$ cat src/rtl/sc_pkg.sv
package sc_pkg;
    // Bits summed by one leaf of the mismatch adder tree.
    localparam int unsigned SC_GROUP_W = 8;

    // Width that can hold the values 0..n.
    function automatic int unsigned sc_count_w(input int unsigned n);
        return $clog2(n + 1);
    endfunction
endpackage

$ cat src/rtl/sc_window.sv
module sc_window #(
    parameter int unsigned WORD_W = 64,
    parameter int unsigned CNT_W  = 7
) (
    input  logic              clk,
    input  logic              rst_n,
    input  logic              shift_en,
    input  logic              bit_in,
    output logic [WORD_W-1:0] win_next,
    output logic              full_next
);
    typedef struct packed {
        logic [WORD_W-1:0] win;
        logic [CNT_W-1:0]  fill;
    } win_st_t;

    win_st_t st_d, st_q;

    always_comb begin
        st_d      = st_q;
        win_next  = {st_q.win[WORD_W-2:0], bit_in};
        full_next = (st_q.fill >= CNT_W'(WORD_W - 1));
        if (shift_en) begin
            st_d.win = win_next;
            if (st_q.fill != CNT_W'(WORD_W)) begin
                st_d.fill = st_q.fill + 1'b1;
            end
        end
    end

    always_ff @(posedge clk or negedge rst_n) begin
        if (!rst_n) begin
            st_q <= '0;
        end else begin
            st_q <= st_d;
        end
    end
endmodule

$ cat src/rtl/sc_popcount.sv
module sc_popcount #(
    parameter int unsigned WORD_W = 64,
    parameter int unsigned CNT_W  = 7,
    parameter bit          PIPE   = 1'b0
) (
    input  logic              clk,
    input  logic              rst_n,
    input  logic              in_vld,
    input  logic              in_full,
    input  logic [CNT_W-1:0]  in_thr,
    input  logic [WORD_W-1:0] win,
    input  logic [WORD_W-1:0] tgt,
    output logic              out_vld,
    output logic              out_full,
    output logic [CNT_W-1:0]  out_thr,
    output logic [CNT_W-1:0]  out_sum
);
    localparam int unsigned GRP_W  = sc_pkg::SC_GROUP_W;
    localparam int unsigned N_GRP  = (WORD_W + GRP_W - 1) / GRP_W;
    localparam int unsigned PAD_W  = N_GRP * GRP_W;
    localparam int unsigned GSUM_W = sc_pkg::sc_count_w(GRP_W);
    localparam int unsigned SUMS_W = N_GRP * GSUM_W;

    typedef struct packed {
        logic              vld;
        logic              full;
        logic [CNT_W-1:0]  thr;
        logic [SUMS_W-1:0] sums;
    } stage_t;

    function automatic logic [GSUM_W-1:0] leaf_ones(input logic [GRP_W-1:0] v);
        logic [GSUM_W-1:0] acc;
        acc = '0;
        for (int b = 0; b < GRP_W; b++) begin
            acc = acc + GSUM_W'(v[b]);
        end
        return acc;
    endfunction

    logic [PAD_W-1:0]  diff;
    logic [SUMS_W-1:0] leaf_sums;
    stage_t            stg_in, stg_out;

    assign diff = PAD_W'(win ^ tgt);

    for (genvar g = 0; g < N_GRP; g++) begin : g_leaf
        assign leaf_sums[g*GSUM_W +: GSUM_W] = leaf_ones(diff[g*GRP_W +: GRP_W]);
    end

    assign stg_in = '{vld: in_vld, full: in_full, thr: in_thr, sums: leaf_sums};

    if (PIPE) begin : g_pipe
        stage_t stg_d, stg_q;

        always_comb begin
            stg_d = stg_in;
        end

        always_ff @(posedge clk or negedge rst_n) begin
            if (!rst_n) begin
                stg_q <= '0;
            end else begin
                stg_q <= stg_d;
            end
        end

        assign stg_out = stg_q;
    end else begin : g_comb
        assign stg_out = stg_in;
    end

    always_comb begin
        out_sum = '0;
        for (int g = 0; g < N_GRP; g++) begin
            out_sum = out_sum + CNT_W'(stg_out.sums[g*GSUM_W +: GSUM_W]);
        end
        out_vld  = stg_out.vld;
        out_full = stg_out.full;
        out_thr  = stg_out.thr;
    end
endmodule

$ cat src/rtl/sc_decide.sv
module sc_decide #(
    parameter int unsigned CNT_W = 7
) (
    input  logic             clk,
    input  logic             rst_n,
    input  logic             vld,
    input  logic             full,
    input  logic [CNT_W-1:0] thr,
    input  logic [CNT_W-1:0] sum,
    output logic             corr,
    output logic [CNT_W-1:0] cnt
);
    typedef struct packed {
        logic             corr;
        logic [CNT_W-1:0] cnt;
    } dec_st_t;

    dec_st_t st_d, st_q;

    always_comb begin
        st_d      = st_q;
        st_d.corr = vld && full && (sum <= thr);
        if (vld) begin
            st_d.cnt = sum;
        end
    end

    always_ff @(posedge clk or negedge rst_n) begin
        if (!rst_n) begin
            st_q <= '0;
        end else begin
            st_q <= st_d;
        end
    end

    assign corr = st_q.corr;
    assign cnt  = st_q.cnt;
endmodule

$ cat src/rtl/sync_correlator.sv
module sync_correlator #(
    parameter int unsigned WORD_W = 64,
    parameter bit          PIPE   = 1'b0,
    localparam int unsigned CNT_W = sc_pkg::sc_count_w(WORD_W)
) (
    input  logic              clk,
    input  logic              rst_n,
    input  logic              bit_vld,
    input  logic              bit_in,
    input  logic              tgt_we,
    input  logic [WORD_W-1:0] tgt_wdata,
    input  logic              thr_we,
    input  logic [CNT_W-1:0]  thr_wdata,
    output logic              corr_o,
    output logic [CNT_W-1:0]  err_cnt_o
);
    typedef struct packed {
        logic [WORD_W-1:0] tgt;
        logic [CNT_W-1:0]  thr;
    } host_st_t;

    host_st_t host_d, host_q;

    always_comb begin
        host_d = host_q;
        if (tgt_we) begin
            host_d.tgt = tgt_wdata;
        end
        if (thr_we) begin
            host_d.thr = thr_wdata;
        end
    end

    always_ff @(posedge clk or negedge rst_n) begin
        if (!rst_n) begin
            host_q <= '0;
        end else begin
            host_q <= host_d;
        end
    end

    logic [WORD_W-1:0] win_next;
    logic              full_next;
    logic              pc_vld, pc_full;
    logic [CNT_W-1:0]  pc_thr, pc_sum;

    sc_window #(.WORD_W(WORD_W), .CNT_W(CNT_W)) u_window (
        .clk       (clk),
        .rst_n     (rst_n),
        .shift_en  (bit_vld),
        .bit_in    (bit_in),
        .win_next  (win_next),
        .full_next (full_next)
    );

    sc_popcount #(.WORD_W(WORD_W), .CNT_W(CNT_W), .PIPE(PIPE)) u_popcount (
        .clk      (clk),
        .rst_n    (rst_n),
        .in_vld   (bit_vld),
        .in_full  (full_next),
        .in_thr   (host_q.thr),
        .win      (win_next),
        .tgt      (host_q.tgt),
        .out_vld  (pc_vld),
        .out_full (pc_full),
        .out_thr  (pc_thr),
        .out_sum  (pc_sum)
    );

    sc_decide #(.CNT_W(CNT_W)) u_decide (
        .clk   (clk),
        .rst_n (rst_n),
        .vld   (pc_vld),
        .full  (pc_full),
        .thr   (pc_thr),
        .sum   (pc_sum),
        .corr  (corr_o),
        .cnt   (err_cnt_o)
    );
endmodule

$ cat config.mk
export PLATFORM = sky130hd
export DESIGN_NAME = sync_correlator
export DESIGN_NICKNAME = d
export VERILOG_FILES = /design/src/rtl/sc_pkg.sv /design/src/rtl/sc_window.sv /design/src/rtl/sc_popcount.sv /design/src/rtl/sc_decide.sv /design/src/rtl/sync_correlator.sv
export SDC_FILE = /design/constraint.sdc
export NUM_CORES = 1
export LEC_CHECK = 0
export ABC_AREA = 1
export CAP_MARGIN = 10
export CORE_MARGIN = 1
export CORE_UTILIZATION = 45
export DETAILED_ROUTE_END_ITERATION = 6
export DONT_BUFFER_PORTS = 1
export GPL_TIMING_DRIVEN = 0
export SLEW_MARGIN = 20
export SYNTH_ARGS = -nofsm -noshare
export SYNTH_HDL_FRONTEND = slang
export SYNTH_SLANG_ARGS = --single-unit
$ cat constraint.sdc
create_clock -name clk -period 8.1 [get_ports clk]
set_input_delay 1.62 -clock clk [delete_from_list [all_inputs] [get_ports clk]]
set_output_delay 1.62 -clock clk [all_outputs]
set_load 0.02 [all_outputs]
# Word level (Yosys, flattened, before mapping)
# Cells that the tools add are included.
# classes
bitwise_logic,1
n_reduce_logical,3
n_eq_ne,1
magnitude_cmp,2
n_addsub,64
# op_table
cell,n
adder 4 x 1 -> 4 bit,48
bitwise XOR 64 bit,1
adder 7 x 4 -> 7 bit,6
adder 1 x 1 -> 2 bit,8
adder 7 x 1 -> 7 bit (second input constant),1
greater-or-equal comparator 7 x 6 -> 1 bit (second input constant),1
less-or-equal comparator 7 bit,1
inequality test 7 bit (second input constant),1
adder 4 x 4 -> 5 bit,1
logical AND 1 bit,2
AND reduction 2 bit,1
# word_totals
out_inout_bits,8
in_bits,77
regBits,149
word_cells,77

# Depth between registers and ports, before layout
# Gate-level depths: netlist of run 1.
# logic_depth
word_depth,17
ltp_mapped,33
depth_no_buf,33

# Hierarchy
# Synthesis of run 1 repeated with hierarchy kept, for this count alone.
# unflattened
cells_unflattened,928
area_unflattened_um2,8657.1
# by_module_without_submodules
mod,cells_per_inst,instances,area_per_inst_um2,seq_area_each_um2
sc_window,347,1,3208.1,1751.7
sync_correlator,300,1,2708.8,1776.7
sc_popcount,230,1,2253.4,0.0
sc_decide,51,1,486.7,200.2

# Worst setup path after synthesis of run 1
# OpenSTA, ideal clock, no wires.
# synth_timing
path_kind,input to register
startpoint,input bit_in
endpoint,register u_decide.st_q (netlist bit u_decide.corr)
setup_ns,0.073
cell_stages,31
path_buffers,0
t_arrival_ns,8.505
setup_slack_ns,-0.478
required_ns,8.027
cell_sequence,xor2_1 -> ha_1 -> fa_1 -> inv_1 -> fa_1 -> fa_1 -> fa_1 -> xnor2_1 -> ha_1 -> a21oi_1 -> nand2_1 -> xor2_1 -> fa_1 -> inv_1 -> fa_1 -> inv_1 -> fa_1 -> inv_1 -> fa_1 -> inv_1 -> ha_1 -> inv_1 -> nand2_1 -> nand3_1 -> nand3_1 -> and2_1 -> ha_1 -> nand2_1 -> nor2_1 -> nand4_1 -> a21oi_2
# synth_lines
element,line_no,rtl
start: declaration,sync_correlator.sv:9,"input logic bit_in,"
end signal: assignment,sc_decide.sv:32,st_q <= st_d;
end: declaration,sc_decide.sv:18,"dec_st_t st_d, st_q;"

==> results of run 1 <==
metal layers:
metal | global-route usage (%) | vias to the layer above
li1 | - | 2485
met1 | 22.8 | 2599
met2 | 30.0 | 87
met3 | 4.54 | 16
met4 | 5.90 | 0
met5 | 0 | -
per-stage QoR:
stage          area, um2  hold WS [ns]  TNS (ns)
2_1_floorplan       8560         0.461    -0.108
3_3_place_gp        8850         0.473    -0.370
3_5_place_dp        8850         0.478    -0.498
4_1_cts             9530         0.493         0
5_1_grt             9610         0.527    -0.127
6_report            9610         0.500         0
worst min-delay path, delay by kind of cell (launching register included):
kind,cells,cell delay [ns]
AND/OR/NAND/NOR,2,0.11
flip-flops,1,0.36
final timing paths:
| check | start | end | slack [ns] | cells after the start |
|---|---|---|---|---|
| worst max-delay path | bit_in | u_decide.corr | 0.17 | 31 |
| worst min-delay path | u_window.win_next[63] | u_window.win_next[63] | 0.50 | 2 |
| worst max register to register | host_q[15] | u_decide.corr | 0.65 | 31 |
| worst min register to register | u_window.win_next[63] | u_window.win_next[63] | 0.50 | 2 |
| max in group asynchronous | rst_n | u_decide.cnt[6] | 6.88 | 0 |
| min in group asynchronous | rst_n | u_window.st_q[3] | 0.89 | 0 |
area by class of cell:
type	instances	area (um2)
Inverter	110	415
Clock inverter	11	125
Sequential cell	149	3730
Fill cell	1575	8660
Tap cell	229	287
Buffer	24	190
Multi-Input combinational cell	493	4370
Clock buffer	21	470
Timing Repair Buffer	2	22.5
what timing repair did:
action	CTS	global route
resized for setup	16	13
endpoints found under the hold margin	0	0
endpoints found under the setup margin	1	1
pin swaps	26	22
setup buffers	2	0
registers in the layout (all words and copies together), names as in the netlist:
name	cells
u_decide.corr	1
u_decide.cnt	7
u_window.st_q	7
u_window.win_next	63
host_q	71
cells by family after synthesis:
group | count (synthesis)
fa+ha+maj | 99
flops | 149
simple gates | 157
compound gates | 92
buf+inv | 134
xor+xnor | 80
mux | 65
cell usage after synthesis, drive strengths merged:
cell and count:
and2 2, o21ai 83, nand2 132, a21oi 7, ha 48, dfrtp 149, mux2 65, nor2 8
nand3 12, buf 15, inv 110, xor2 51, clkbuf 9, fa 51, a21o 2, nand4 3
xnor2 29
==> run summary, run 1 <==
Synth Area per Inst: 11.0 um2
Worst-path fanout max: 4
Synth area leader: dfrtp_1
Metal-1 WL: 7080 um
Share of layout cells above drive strength 1: 20.5%
Depth of the CTS H-tree: 4
Initial core utilization: 46.7%
YS warnings: 0
Num CTS Buffers: 17
Root Buffer: clkbuf_16
Slowest CP cell: fa_1
Crit-path leading delay family: adder cells
Final Hold Viols: 0
WL met2: 7930 um
Max-slew headroom: 66.5%
Die area: 19,500 um2
DIE HEIGHT: 140 um
Critical Path RT: 8.46 ns
Number of detailed-route iterations in the first pass: 4
Synth area leaders: dfrtp_1 44%, fa_1 12%, mux2_2 8.6%
I/O pin cnt: 85
Worst Setup End Kind: flip-flop
DP HPWL: 11,900 um
RSZ-0062 raised after global routing: true
DRC viols: 0
Pin count of the biggest net entering global routing: 150
Input/output buffers: 0
Final Core Density: 52.6%
Worst Skew: 0.00958 ns
Placed Instances: 1,005
CTS Hold Buffers Added: 0
Period utilization: 97.9%
CTS tree: yes
GRT Residual Overflow: 0
Count of final setup violators: 0
Synth unique cells: 29
Commonest non-fill, non-tap cell in the layout: dfrtp_1
NumNets Final: 973
Min cycle time layout: 7.93 ns
Antenna violations before repair: 0
Final cell count without fillers: 1,039
Worst hold path type: reg2reg
Gr usage total: 17.9%
Largest family of logic cells by synthesized area: adder cells
Core area: 18,300 um2
Final Slew Violations: 0
Clock sinks: 149
Worst-Margin Slew: 0.503 ns
First-pass GRT wire length: 27,400 um
Post-Syn Area: 8520 um2
WL/cell: 15.2 um
Die span in x: 140 um
Setup Crit Path Kind: in2reg
Simple-Gate Fraction of Synth Area: 7.69%
Share of the synthesized area in the top cell type: 43.7%
Number of global-route vias before repair: 5,676
Critical Path Most Common Cell: fa_1
Max incr delay on CP: 0.56 ns
Most frequent cells in the layout: 149 x dfrtp_1, 122 x nand2_1, 102 x inv_1
XOR/XNOR share of the synthesized area: 8.22%
Met3 wire len: 585 um
Post-synth net total: 952
Fin worst setup slack: 0.173 ns
Final ANT Viol Nets: 0
Vias per cell: 4.99
Buf+Inv Stages, Crit Path: 6
Clk Latency, worst-skew pair: 0.43 ns
Diode count: 0
Routability cong.: 0.807
Vias: 5,187
Status: finished clean
Crit path DAT: 8.29 ns
Post-synthesis compound-gate area fraction: 5.64%
Routed wire length: 15,800 um
Setup crit start kind: input port
Starting DRT DRC Count: 146
Clk slew on worst S/H paths: 0.07 ns
FMAX: 126 MHz
Longest Clk Path Bufs: 2
Post-place setup slack: -0.498 ns
Post-synthesis mux area share: 8.59%
Max Used Layer: met4
Area grow syn2layout: 12.7%
Post-Syn Instances: 776
# Max-Cap Violations: 0
Sequential-to-total area share from yosys stat: 43.7%
Post-Synth Adder-Cell Area: 19.0%
Row cnt: 49
Post-synthesis register bit count: 149
Power of run 1 is left out: the tool's default activity adds up to more than one toggle a clock period on the data nets, which glitch-free logic cannot reach.
==> run 2, diff against run 1 <==
--- a/config.mk
+++ b/config.mk
@@ -8,7 +8,7 @@
 export ABC_AREA = 1
 export CAP_MARGIN = 10
 export CORE_MARGIN = 1
-export CORE_UTILIZATION = 45
+export CORE_UTILIZATION = 26
 export DETAILED_ROUTE_END_ITERATION = 6
 export DONT_BUFFER_PORTS = 1
 export GPL_TIMING_DRIVEN = 0
==> run 2 against run 1 <==
Effect of this change: die area rose by 72%; clock skew rose by 0.0026 ns; via count fell by 0.94%; critical path depth fell by 5; sequential share of layout area fell by 0.89 points; largest cell class unchanged.
==> run summary, run 2 (synthesis results as in run 1) <==
Status: finished clean (unchanged)
Largest register FFs: 71 (unchanged)
Slowest CP cell: fa_2 (was fa_1)
Most frequent cells in the layout: 149 x dfrtp_1, 123 x nand2_1, 104 x inv_1 (was 149 x dfrtp_1, 122 x nand2_1, 102 x inv_1)
Root Buffer: clkbuf_16 (unchanged)
Setup crit start kind: input port (unchanged)
Final ANT Viol Nets: 0 (unchanged)
Min cycle time layout: 7.93 ns (about the same)
Worst-Margin Slew: 0.498 ns (was 0.503 ns)
Worst Setup End Kind: flip-flop (unchanged)
Antenna violations before repair: 2 (was 0)
Routability cong.: 0.737 (was 0.807)
Fin worst setup slack: 0.173 ns (about the same)
Commonest non-fill, non-tap cell in the layout: dfrtp_1 (unchanged)
NumNets Final: 972 (was 973)
DP Area: 9100 um2 (was 8850 um2)
Post-place setup slack: -0.457 ns (was -0.498 ns)
Initial core utilization: 26.7% (was 46.7%)
Depth of the CTS H-tree: 4 (unchanged)
Fill count: 3,280 (was 1,575)
Row cnt: 65 (was 49)
Num CTS Buffers: 17 (unchanged)
Die span in x: 183 um (was 140 um)
DP HPWL: 13,200 um (was 11,900 um)
Final Slew Violations: 0 (unchanged)
Gr usage total: 11.3% (was 17.9%)
Period utilization: 97.9% (about the same)
Crit-path leading delay family: adder cells (unchanged)
Final Hold Viols: 0 (unchanged)
Vias per cell: 4.13 (was 4.99)
Vias: 5,138 (was 5,187)
First-pass GRT wire length: 29,200 um (was 27,400 um)
Share of layout cells above drive strength 1: 20.1% (was 20.5%)
WL/cell: 14.0 um (was 15.2 um)
Clock sinks: 149 (unchanged)
GRT Residual Overflow: 0 (unchanged)
Diode count: 0 (unchanged)
Number of detailed-route iterations in the first pass: 4 (unchanged)
Worst-path fanout max: 2 (was 4)
FMAX: 126 MHz (about the same)
Critical Path RT: 8.46 ns (about the same)
RSZ-0062 raised after global routing: true (unchanged)
Critical Path Most Common Cell: fa_1 (unchanged)
DIE HEIGHT: 183 um (was 140 um)
DRC viols: 0 (unchanged)
Setup Crit Path Kind: in2reg (unchanged)
Worst hold path type: reg2reg (unchanged)
Finished Cell Area: 9830 um2 (was 9610 um2)
Max incr delay on CP: 0.53 ns (was 0.56 ns)
Routed wire length: 17,400 um (was 15,800 um)
Core area: 31,900 um2 (was 18,300 um2)
Longest Clk Path Bufs: 2 (unchanged)
Biggest register: host_q (unchanged)
Pin count of the biggest net entering global routing: 150 (unchanged)
Starting DRT DRC Count: 283 (was 146)
CTS tree: yes (unchanged)
Number of global-route vias before repair: 5,560 (was 5,676)
Hold WS: 0.489 ns (was 0.500 ns)
Area grow syn2layout: 15.3% (was 12.7%)
Worst Skew: 0.0122 ns (was 0.00958 ns)
Die area: 33,500 um2 (was 19,500 um2)
Clk slew on worst S/H paths: 0.06 ns (was 0.07 ns)
Total area of sequential cells: 3730 um2 (unchanged)
Count of final setup violators: 0 (unchanged)
Input/output buffers: 0 (unchanged)
CTS Hold Buffers Added: 0 (unchanged)
Clk Latency, worst-skew pair: 0.43 ns (about the same)
Area of the multi-input gates: 4350 um2 (was 4370 um2)
Crit path DAT: 8.29 ns (about the same)
Max-slew headroom: 66.8% (was 66.5%)
I/O pin cnt: 85 (unchanged)
# Max-Cap Violations: 0 (unchanged)
Buf+Inv Stages, Crit Path: 5 (was 6)
run 2: metrics by stage:
| step | std cells | setup TNS [ns] | utilization (%) |
|---|---|---|---|
| after floorplan | 776 | -0.108 | - |
| after global placement | 1211 | -0.464 | 28.6 |
| after detailed placement | 1211 | -0.457 | 28.6 |
| after CTS | 1244 | 0 | 30.5 |
| after global routing | 1244 | -0.0595 | 30.8 |
| final | 1244 | 0 | 30.8 |
run 2: timing repair:
| item | CTS | global route |
|---|---|---|
| setup buffers | 1 | 0 |
| pin swaps | 1 | 22 |
| gates resized for setup | 1 | 22 |
| setup endpoints to repair | 1 | 1 |
run 2: path summary, 6_finish.rpt:
| path | slack, ns | cells after the start | startpoint | end |
|---|---|---|---|---|
| max reg2reg | 0.68 | 32 | host_q[15] | u_decide.corr |
| max | 0.17 | 26 | bit_in | u_decide.corr |
| min in group asynchronous | 0.89 | 0 | rst_n | u_window.st_q[0] |
| max in group asynchronous | 6.91 | 0 | rst_n | u_window.win_next[2] |
| min reg2reg | 0.49 | 2 | u_window.win_next[63] | u_window.win_next[63] |
| min | 0.49 | 2 | u_window.win_next[63] | u_window.win_next[63] |
run 2: tightest hold or removal path: stages, from the launching register on:
cell and delay, ns:
dfrtp_1 0.36, nand2_1 0.06, nand2_1 0.05
run 2: per-layer routing:
metal	vias to the layer above	global-route usage, %	wire, um
li1	2493	-	-
met4	4	3.50	244
met5	-	0	20
met3	25	3.77	1110
met2	88	19.1	8520
met1	2528	13.6	7500
run 2: final cells by class:
type,instances,share of cell area [%]
multi-input cells,493,44.2
flip-flops and latches,149,37.9
well taps,435,5.54
clock buffers,18,4.36
inverters,110,4.22
plain buffers,24,1.93
clock inverters,14,1.69
repair buffers,1,0.0764
Power of run 2 is left out for the same reason.
==> run 3, diff against run 2 <==
--- a/config.mk
+++ b/config.mk
@@ -7,11 +7,12 @@
 export LEC_CHECK = 0
 export ABC_AREA = 1
 export CAP_MARGIN = 10
-export CORE_MARGIN = 1
+export CORE_MARGIN = 4
 export CORE_UTILIZATION = 26
 export DETAILED_ROUTE_END_ITERATION = 6
 export DONT_BUFFER_PORTS = 1
 export GPL_TIMING_DRIVEN = 0
+export PLACE_DENSITY = 0.47
 export SLEW_MARGIN = 20
 export SYNTH_ARGS = -nofsm -noshare
 export SYNTH_HDL_FRONTEND = slang
==> run 3 against run 2 <==
Effect of this change: die area grew 6.7%; via count down 0.39%; maximum frequency grew 0.95%; core utilization fell by 0.45 points; clock skew up 0.0039 ns; critical path depth up 1; worst setup slack better by 0.074 ns; critical path type unchanged; largest cell class unchanged.
==> run summary, run 3 (synthesis results as in run 1) <==
Worst hold path type: reg2reg (unchanged)
Critical Path RT: 8.45 ns (was 8.46 ns)
Pin count of the biggest net entering global routing: 150 (unchanged)
RSZ-0062 raised after global routing: true (unchanged)
Gr usage total: 10.9% (was 11.3%)
Post-place setup slack: -0.445 ns (was -0.457 ns)
Final Hold Viols: 0 (unchanged)
Min cycle time layout: 7.85 ns (was 7.93 ns)
CTS tree: yes (unchanged)
Finished Cell Area: 9860 um2 (was 9830 um2)
Largest register FFs: 71 (unchanged)
Final Slew Violations: 0 (unchanged)
Setup crit start kind: input port (unchanged)
Number of detailed-route iterations in the first pass: 4 (unchanged)
Most frequent cells in the layout: 149 x dfrtp_1, 122 x nand2_1, 103 x inv_1 (was 149 x dfrtp_1, 123 x nand2_1, 104 x inv_1)
DP HPWL: 13,500 um (was 13,200 um)
Final ANT Viol Nets: 0 (unchanged)
Routability cong.: 0.719 (was 0.737)
GRT busiest layer: met2 (unchanged)
Status: finished clean (unchanged)
Core area: 32,500 um2 (was 31,900 um2)
Fin worst setup slack: 0.247 ns (was 0.173 ns)
Period utilization: 96.9% (was 97.9%)
NumNets Final: 973 (was 972)
DIE HEIGHT: 189 um (was 183 um)
Final Core Density: 30.4% (was 30.8%)
Longest Clk Path Bufs: 2 (unchanged)
Input/output buffers: 0 (unchanged)
Crit path DAT: 8.20 ns (was 8.29 ns)
Share of layout cells above drive strength 1: 19.7% (was 20.1%)
Initial core utilization: 26.3% (was 26.7%)
Worst-Margin Slew: 0.552 ns (was 0.498 ns)
Clk slew on worst S/H paths: 0.06 ns (about the same)
Clk Latency, worst-skew pair: 0.43 ns (about the same)
Depth of the CTS H-tree: 4 (unchanged)
Antenna violations before repair: 0 (was 2)
Number of global-route vias before repair: 5,439 (was 5,560)
Diode count: 0 (unchanged)
First-pass GRT wire length: 30,100 um (was 29,200 um)
Worst-path fanout max: 2 (unchanged)
Clock sinks: 149 (unchanged)
Met3 Track Usage GR: 2.86% (was 3.77%)
# Max-Cap Violations: 0 (unchanged)
WL/cell: 14.6 um (was 14.0 um)
Die area: 35,700 um2 (was 33,500 um2)
Die span in x: 189 um (was 183 um)
Row cnt: 66 (was 65)
GRT Residual Overflow: 0 (unchanged)
Max-slew headroom: 63.2% (was 66.8%)
Biggest register: host_q (unchanged)
Worst reg2reg setup slack: 0.65 ns (was 0.68 ns)
I/O pin cnt: 85 (unchanged)
Setup Crit Path Kind: in2reg (unchanged)
Routed wire length: 18,200 um (was 17,400 um)
Worst Skew: 0.0160 ns (was 0.0122 ns)
GR Util met2: 17.3% (was 19.1%)
Fill count: 3,362 (was 3,280)
Vias: 5,118 (was 5,138)
Commonest non-fill, non-tap cell in the layout: dfrtp_1 (unchanged)
Num CTS Buffers: 17 (unchanged)
DRC viols: 0 (unchanged)
Worst Setup End Kind: flip-flop (unchanged)
Met1 Resource Use GR: 14.8% (was 13.6%)
DP Area: 9110 um2 (was 9100 um2)
Area grow syn2layout: 15.7% (was 15.3%)
FMAX: 127 MHz (was 126 MHz)
Starting DRT DRC Count: 202 (was 283)
Root Buffer: clkbuf_16 (unchanged)
Vias per cell: 4.09 (was 4.13)
Count of final setup violators: 0 (unchanged)
[run 3: cell types whose count changed in the layout (fill, tap and decap cells not counted), sizes merged]
cell,before,now
inv,116,112
bufinv,2,5
clkbuf,27,29
buf,16,17
clkinv,4,3
clkinvlp,2,1
[run 3: area by class of cell]
cell class | instances | area (um2) | share of cell area, %
clock buffers | 20 | 457 | 4.63
flip-flops and latches | 149 | 3730 | 37.8
inverters | 110 | 415 | 4.21
clock inverters | 11 | 198 | 2.00
plain buffers | 24 | 190 | 1.93
multi-input cells | 493 | 4310 | 43.7
repair buffers | 2 | 15.0 | 0.152
well taps | 442 | 553 | 5.61
[run 3: layer usage]
metal  vias to the layer above  routed length, um
li1                       2506                  -
met1                      2525               8630
met2                        78               8730
met3                         9                713
met4                         0                170
met5                         -                  0
[run 3: worst max-delay path, cell delays in order]
cell and delay [ns]:
xor2_1 0.13, ha_1 0.29, fa_1 0.48, inv_1 0.05, fa_1 0.45, fa_2 0.37
fa_2 0.54, inv_2 0.04, fa_2 0.36, xnor2_2 0.17, fa_1 0.47, fa_1 0.55
inv_2 0.04, fa_1 0.52, inv_1 0.05, fa_1 0.54, inv_2 0.05, fa_2 0.39
nand3_1 0.08, nand2_1 0.08, xor2_2 0.16, ha_1 0.29, nand2_2 0.10, a21oi_1 0.06
nor2_2 0.11, nand2_1 0.07, a21oi_2 0.12
[run 3: per-stage QoR]
step / cells / TNS, ns / hold slack, ns
after floorplan: 776 / -0.108 / 0.461
after global placement: 1218 / -0.394 / 0.489
after detailed placement: 1218 / -0.445 / 0.486
after CTS: 1250 / 0 / 0.527
after global routing: 1251 / -0.0181 / 0.546
final: 1251 / 0 / 0.523
[run 3: what timing repair did]
item	in CTS	in global routing
gates cloned	0	0
endpoints found under the setup margin	1	1
pin swaps	6	12
resized for setup	3	14
hold buffers	0	0
setup buffers	1	1
[run 3: final timing paths]
kind / start / endpoint / cells after the start
max in group asynchronous: rst_n / u_window.win_next[61] / 0
min in group asynchronous: rst_n / host_q[10] / 0
max: bit_in / u_decide.corr / 27
max reg2reg: host_q[15] / u_decide.corr / 33
min: u_window.win_next[56] / u_window.win_next[57] / 2
min reg2reg: u_window.win_next[56] / u_window.win_next[57] / 2
Power of run 3 is left out for the same reason.
